`src/rtl/pause_pkg.sv`:
```
package pause_pkg;
  // Default request width and prescaler width (granularity = 2**GRAN_LOG2)
  localparam int unsigned PAUSE_DATA_W   = 64;
  localparam int unsigned PAUSE_GRAN_LOG2 = 3;

  typedef enum logic [1:0] {
    EV_NONE   = 2'd0,
    EV_LOAD   = 2'd1,
    EV_CANCEL = 2'd2
  } pause_event_e;
endpackage

```
`src/rtl/pause_prescaler.sv`:
```
module pause_prescaler #(
  parameter int unsigned GRAN_LOG2 = 3
) (
  input  logic clk,
  input  logic rst_n,
  input  logic clr,
  input  logic run,
  output logic tick
);
  localparam logic [GRAN_LOG2-1:0] LAST = {GRAN_LOG2{1'b1}};

  logic [GRAN_LOG2-1:0] phase_q;

  always_ff @(posedge clk) begin
    if (!rst_n)      phase_q <= '0;
    else if (clr)    phase_q <= '0;
    else if (run)    phase_q <= phase_q + 1'b1;
  end

  assign tick = run && (phase_q == LAST);


  prescale_restart_chk: assert property (@(posedge clk) disable iff (!rst_n)
    clr |=> (phase_q == '0));


  prescale_hold_chk: assert property (@(posedge clk) disable iff (!rst_n)
    (!run && !clr) |=> $stable(phase_q));
endmodule

```
`src/rtl/pause_tick_counter.sv`:
```
module pause_tick_counter #(
  parameter int unsigned CNT_W = 61
) (
  input  logic             clk,
  input  logic             rst_n,
  input  logic             load,
  input  logic [CNT_W-1:0] load_val,
  input  logic             cancel,
  input  logic             tick,
  output logic             run,
  output logic             stall
);
  logic [CNT_W-1:0] cnt_q;
  logic             stall_q;
  logic             cnt_zero;
  logic             last_tick;

  assign cnt_zero  = (cnt_q == '0);
  assign last_tick = tick && (cnt_q == CNT_W'(1));

  always_ff @(posedge clk) begin
    if (!rst_n) begin
      cnt_q   <= '0;
      stall_q <= 1'b0;
    end else if (cancel) begin
      cnt_q   <= '0;
      stall_q <= 1'b0;
    end else if (load) begin
      cnt_q   <= load_val;
      stall_q <= 1'b1;
    end else if (stall_q) begin
      if (cnt_zero) begin
        stall_q <= 1'b0;
      end else if (tick) begin
        cnt_q <= cnt_q - 1'b1;
        if (last_tick) stall_q <= 1'b0;
      end
    end
  end

  assign run   = stall_q && !cnt_zero;
  assign stall = stall_q;


  stall_from_load_chk: assert property (@(posedge clk) disable iff (!rst_n)
    $rose(stall_q) |-> $past(load));


  cancel_clears_chk: assert property (@(posedge clk) disable iff (!rst_n)
    cancel |=> (!stall_q && cnt_zero));


  load_takes_value_chk: assert property (@(posedge clk) disable iff (!rst_n)
    (load && !cancel) |=> (stall_q && cnt_q == $past(load_val)));


  tick_decrements_chk: assert property (@(posedge clk) disable iff (!rst_n)
    (tick && !load && !cancel) |=> (cnt_q == $past(cnt_q) - 1'b1));


  idle_means_empty_chk: assert property (@(posedge clk) disable iff (!rst_n)
    !stall_q |-> cnt_zero);


  short_pause_ends_chk: assert property (@(posedge clk) disable iff (!rst_n)
    (stall_q && cnt_zero && !load) |=> !stall_q);
endmodule

```
`src/rtl/strand_pause_unit.sv`:
```
module strand_pause_unit
  import pause_pkg::*;
#(
  parameter int unsigned DATA_W    = PAUSE_DATA_W,
  parameter int unsigned GRAN_LOG2 = PAUSE_GRAN_LOG2
) (
  input  logic              clk,
  input  logic              rst_n,
  input  logic              pause_wr,
  input  logic [DATA_W-1:0] pause_data,
  input  logic              trap_in,
  output logic              stall
);
  localparam int unsigned CNT_W = DATA_W - GRAN_LOG2;

  // Coarse tick count kept for a requested cycle count
  function automatic logic [CNT_W-1:0] coarse_ticks(input logic [DATA_W-1:0] cycles);
    logic [DATA_W-1:0] shifted;
    shifted = cycles >> GRAN_LOG2;
    return shifted[CNT_W-1:0];
  endfunction

  pause_event_e ev;
  logic         wr_go;
  logic         tick;
  logic         run;
  logic         stall_int;

  always_comb begin
    if (trap_in)       ev = EV_CANCEL;
    else if (pause_wr) ev = EV_LOAD;
    else               ev = EV_NONE;
  end

  assign wr_go = (ev == EV_LOAD);

  pause_prescaler #(.GRAN_LOG2(GRAN_LOG2)) u_prescale (
    .clk   (clk),
    .rst_n (rst_n),
    .clr   (wr_go || trap_in),
    .run   (run),
    .tick  (tick)
  );

  pause_tick_counter #(.CNT_W(CNT_W)) u_count (
    .clk      (clk),
    .rst_n    (rst_n),
    .load     (wr_go),
    .load_val (coarse_ticks(pause_data)),
    .cancel   (trap_in),
    .tick     (tick),
    .run      (run),
    .stall    (stall_int)
  );

  assign stall = stall_int;


  trap_beats_write_chk: assert property (@(posedge clk) disable iff (!rst_n)
    (trap_in && pause_wr) |=> !stall);


  write_starts_stall_chk: assert property (@(posedge clk) disable iff (!rst_n)
    (pause_wr && !trap_in) |=> stall);


  tick_only_when_stalled_chk: assert property (@(posedge clk) disable iff (!rst_n)
    tick |-> stall);
endmodule

```
`config.mk`:
```
export PLATFORM = sky130hd
export DESIGN_NAME = strand_pause_unit
export DESIGN_NICKNAME = d
export VERILOG_FILES = /design/src/rtl/pause_pkg.sv /design/src/rtl/pause_prescaler.sv /design/src/rtl/pause_tick_counter.sv /design/src/rtl/strand_pause_unit.sv
export SDC_FILE = /design/constraint.sdc
export NUM_CORES = 1
export LEC_CHECK = 0
export ABC_CLOCK_PERIOD_IN_PS = 3540
export BUFFER_PORTS_ARGS = -buffer_cell sky130_fd_sc_hd__buf_2
export CAP_MARGIN = 20
export CORE_MARGIN = 10
export CORE_UTILIZATION = 51
export CTS_CLUSTER_SIZE = 20
export DETAILED_ROUTE_END_ITERATION = 7
export PLACE_DENSITY = 0.81
export SYNTH_ARGS = -nofsm -noshare
export SYNTH_HDL_FRONTEND = slang
export SYNTH_HIERARCHICAL = 1
export SYNTH_SLANG_ARGS = --single-unit
```
`constraint.sdc`:
```
create_clock -name clk -period 3.54 [get_ports clk]
set_clock_uncertainty 0.05 [all_clocks]
set_input_delay 0.177 -clock clk [delete_from_list [all_inputs] [get_ports clk]]
set_output_delay 0.177 -clock clk [all_outputs]
set_load 0.005 [all_outputs]
```
Word-level counts from Yosys, hierarchy flattened
Index checks and enable logic that the tools add are counted.
- bits in registers: 65
- bits of input ports: 68
- output and inout bits: 1
- $add $sub $neg: 2
- equal/unequal tests: 4
- multiplexer cells: 11
- bitwise operators: 1
- reduce and logical (&&, ||, !) cells: 11
- operator list (kind ; number):
    two-way mux 61 bit ; 4
    equality test 61 x 1 -> 1 bit, second input constant ; 1
    logical NOT 61 bit ; 1
    subtractor 61 x 1 -> 61 bit, second input constant ; 1
    two-way mux 1 bit ; 6
    nonzero test 2 bit ; 2
    OR reduction 2 bit ; 2
    adder 3 x 1 -> 3 bit, second input constant ; 1
    equality test 3 bit, second input constant ; 1
    logical AND 1 bit ; 3
    AND reduction 3 bit ; 1
    equality test 2 x 1 -> 1 bit, second input constant ; 1
    two-way mux 2 bit ; 1
    inequality test 2 bit, second input constant ; 1
    logical NOT 1 bit ; 1
    logical OR 1 bit ; 1
    NOT 1 bit ; 1

Depth between registers and ports, before layout
- word-level depth: 10
- mapped depth: 16
- gate-level depth less buffers: 12

Modules after synthesis
Netlist, hierarchy kept.
- modules (own cells, without submodules) (module ; instances ; cells an instance ; area each (µm²) ; seq. area each (µm²)):
    pause_tick_counter ; 1 ; 485 ; 3792.4 ; 1241.2
    pause_prescaler ; 1 ; 13 ; 138.9 ; 60.1
    strand_pause_unit ; 1 ; 2 ; 12.5 ; 0.0

Least setup slack after synthesis
OpenSTA, ideal clock, no wires.
- path kind: flip-flop to flip-flop
- start: register u_count.cnt_q[45]
- end: register u_count.cnt_q[23]
- setup time: 131 ps
- data arrival time: 3429 ps
- path slack: -70 ps
- stages on the path, launching flop included: 15
- clock period less this slack: 3610 ps
- path through: dfxtp_1 or4_1 nand2b_1 buf_2 nor4_4 nand2_1 clkbuf_1 and2_1 and2_2 nand2_1 clkbuf_1 a21oi_1 buf_2 o21ai_2 o22ai_1
- cells in the longest elaborated chain, start to end: 6
- elaborated cells between the ends (all ways): 7
- classes of those cells: eq/ne: 1; reduce/logical: 6
- ends and longest elaborated chain (what ; line ; RTL):
    start: declaration ; pause_tick_counter.sv:13 ; logic [CNT_W-1:0] cnt_q;
    start signal: assignment ; pause_tick_counter.sv:29 ; cnt_q <= load_val;
    start signal: assignment ; pause_tick_counter.sv:35 ; cnt_q <= cnt_q - 1'b1;
    logical NOT 61 bit ; pause_tick_counter.sv:18 ; assign cnt_zero = (cnt_q == '0);
    logical NOT 1 bit ; pause_tick_counter.sv:41 ; assign run = stall_q && !cnt_zero;
    logical AND 1 bit ; pause_tick_counter.sv:41 ;
    via run ; strand_pause_unit.sv:26 ; logic run;
    logical AND 1 bit ; pause_prescaler.sv:20 ; assign tick = run && (phase_q == LAST);
    via tick ; strand_pause_unit.sv:25 ; logic tick;
    nonzero test 2 bit (no line) ; - ;
    AND reduction 3 bit (no line) ; - ;
The timed path passes the listed nets, and every way through them passes these cells.
A chain may end at the register's enable or synchronous reset.

Final worst setup path
- start: register u_count.cnt_q[0]
- end: register u_count.cnt_q[54]
The elaborated chain is that of the path after synthesis.

==> impl_metrics.ini <==
[sta]
drv_slew = 0
setup_ws_ns = 0.242
setup_viol = 0
rsz0062_at_grt = no
fmax_mhz = 303
period_needed_ns = 3.30
relSlewSlack_pct = 28.5
fin_setup_tns_ns = 0
final-hold-violation-count = 0
fin_crit_sh_pct = 93.2
worstMarginPinSlew_ns = 1.07
hold_ws_ns = 0.00795

[logic_synthesis]
synthArstFlopShare_pct = 0
synth_ff_type = dfxtp_1
synthesis.nets = 573
synth_cells = 500
synth_top_area_share_pct = 33.0
synth-adder-area-share_pct = 1.59
syn_avg_cell_area_um2 = 7.89
yosysSeqAreaShare_pct = 33.0
synth_seq_cells = 65
synth_area_leaders = dfxtp_1 (33%), o21ai_0 (6.3%), nor3_1 (4.3%)
yosysMostFrequentCell = dfxtp_1
yosys.area.top_type = dfxtp_1
synth_top_family_by_area = simple AND/OR/NAND/NOR gates
syn-cell-area_mm2 = 0.00394
yosys.area_share.simple_pct = 33.9
synth_common_cells = dfxtp_1 (65), o21ai_0 (50), nor3_1 (34), clkbuf_1 (29), nor2_1 (28)
ys_types = 55
synthXorXnorAreaFrac_pct = 1.55
yosys_warnings = 6
synth_mux_area_share_pct = 0.761
synth-compound-area-share_pct = 24.5
synth_edf_count = 0

[flow_run]
drv_cap = 0

[floorplan]
rows = 32
die-area_mm2 = 0.0117
initial_core_util_pct = 51.8
die_h_um = 108
core_mm2 = 0.00761
die_w_um = 108
ioPinCount = 69

[grt]
grt_pass1_wl_um = 19200
grt_start_max_net_pins = 64
overflow = 0
grt_pass1_vias = 3950
antenna_found_initial = 0
grt_usage_pct = 20.0

[power]
p_leak_nw = 1.67
finalPower_w = 0.00188
power_density_mw_per_mm2 = 408
irDropWorstVdd_mv = 0.259

[layout]
areaGrowthSynthToFinish_pct = 17.0
diodes = 0
seq_area_mm2 = 0.00130
drive_above_1_share_pct = 20.2
fin_nets = 628
fill_cells = 716
multiInputGateArea_mm2 = 0.00248

[detailed_routing]
drcViolationCount = 0
drt_pass1_iterations = 5
finalWirelength_um = 12000
drtAntennaViolNets = 0
routedWlPerCell_um = 18.1
via_per_inst = 6.40
drtIter0Drc = 349
vias = 4236

[clock_tree]
cts_buffers = 9
cts.clk_slew.worst_paths_ns = 0.08
clockBufferDepth = 2
holdBufCountCts = 0
clock_latency_ns = 0.35
cts_sinks = 65
ctsResizeCount = 0
cts_tree = yes
htreeDepth = 3
cts_setup_buffers = 0
cts-root-buf = clkbuf_8

[critical_path]
critPathKind = reg -> reg
path_max_fanout = 6
worstPathRequired_ns = 3.78
rr_startpoint = u_count/cnt_q[0]$_SDFFE_PP0P_
cp_data_arrival_time_ns = 3.54
rrSetupSlack_ns = 0.24
end_kind = flip-flop
start_kind = flip-flop
critPathLaunch = u_count/cnt_q[0]$_SDFFE_PP0P_

[hold_path]
hold_path_startpoint = pause_data[57]
hold_path.class = in -> reg

[placement]
place_ws_ns = 0.300
gp_congestion = 0.922
portBuffers = 65
dp_hpwl_um = 8610

[run_status]
outcome = complete, no violations
[placed cells by master (no fill, tap or decap), types with 5 or more instances in the layout]
cell type | netlist | routed
buf_4 | 3 | 16
a21o_1 | 5 | 5
nor4_1 | 21 | 21
nand2_1 | 27 | 27
nor3_1 | 34 | 34
and4_1 | 15 | 15
a211oi_1 | 12 | 12
o21ai_1 | 9 | 9
clkbuf_8 | 0 | 9
xnor2_1 | 7 | 7
buf_2 | 6 | 65
or4_1 | 22 | 22
or3_1 | 22 | 22
a21oi_1 | 18 | 18
o31ai_1 | 11 | 11
inv_1 | 6 | 5
a31oi_1 | 24 | 24
ha_1 | 5 | 5
nand3_1 | 10 | 10
nand4_1 | 8 | 8
nor2_1 | 28 | 28
o22ai_1 | 8 | 8
o21ai_0 | 50 | 50
dfxtp_1 | 65 | 65
[final cells by class]
class                   count  share of cell area (%)
clock buffers               9                    2.68
clock inverters             7                    2.20
inverters                   6                   0.488
multi-input cells         391                    53.7
flip-flops and latches     65                    28.2
well taps                 102                    2.77
repair buffers             82                    9.98
[logic make-up (layout without fill, tap and decap cells)]
logic type | Yosys count | after routing
AOI/OAI and AO/OA | 156 | 156
DFF | 65 | 65
buffers and inverters | 44 | 104
muxes | 3 | 3
and+or+nand+nor | 220 | 220
adders and majority gates | 5 | 5
xor gates and xnor gates | 7 | 7
[routing by layer]
layer	up-vias	share of wire (%)	track usage (%)
li1	2064	-	-
met2	155	45	30.5
met1	1999	47	27.3
met3	18	6.8	4.70
met4	0	1.3	6.01
met5	-	0	0
[flip-flops by register name, summed over array words and instances (netlist names)]
signal              flops
u_count/stall           1
u_prescale/phase_q      3
u_count/cnt_q          61
[report_power, final]
part	internal [W]	switching [W]
clock network	0.000404	0.000325
logic	0.000141	0.000236
registers	0.000752	0.0000241
[worst max-delay path, stage by stage (launching register included)]
cell       delay (ns)
dfxtp_1          0.43
inv_1            0.10
ha_1             0.29
and4_1           0.19
nand2_1          0.11
and2_1           0.24
and2_2           0.21
nand2_1          0.12
or4_1            0.42
a2111oi_0        0.67
mux2i_1          0.26
o211a_1          0.15
[final timing paths]
path	to	depth (start not counted)
worst min-delay path	u_count/cnt_q[54]$_SDFFE_PP0P_	2
worst max-delay path	u_count/cnt_q[54]$_SDFFE_PP0P_	11
worst min register to register	u_count/cnt_q[48]$_SDFFE_PP0P_	2
worst max register to register	u_count/cnt_q[54]$_SDFFE_PP0P_	11
[through the flow]
stage | instances | util (%) | area, um^2
2_1_floorplan | 500 | - | 3950
3_3_place_gp | 645 | 57.5 | 4370
3_5_place_dp | 645 | 57.5 | 4370
4_1_cts | 661 | 60.5 | 4600
5_1_grt | 662 | 60.7 | 4610
6_report | 662 | 60.7 | 4610
Note: power is estimated with default switching activity, not from simulation.
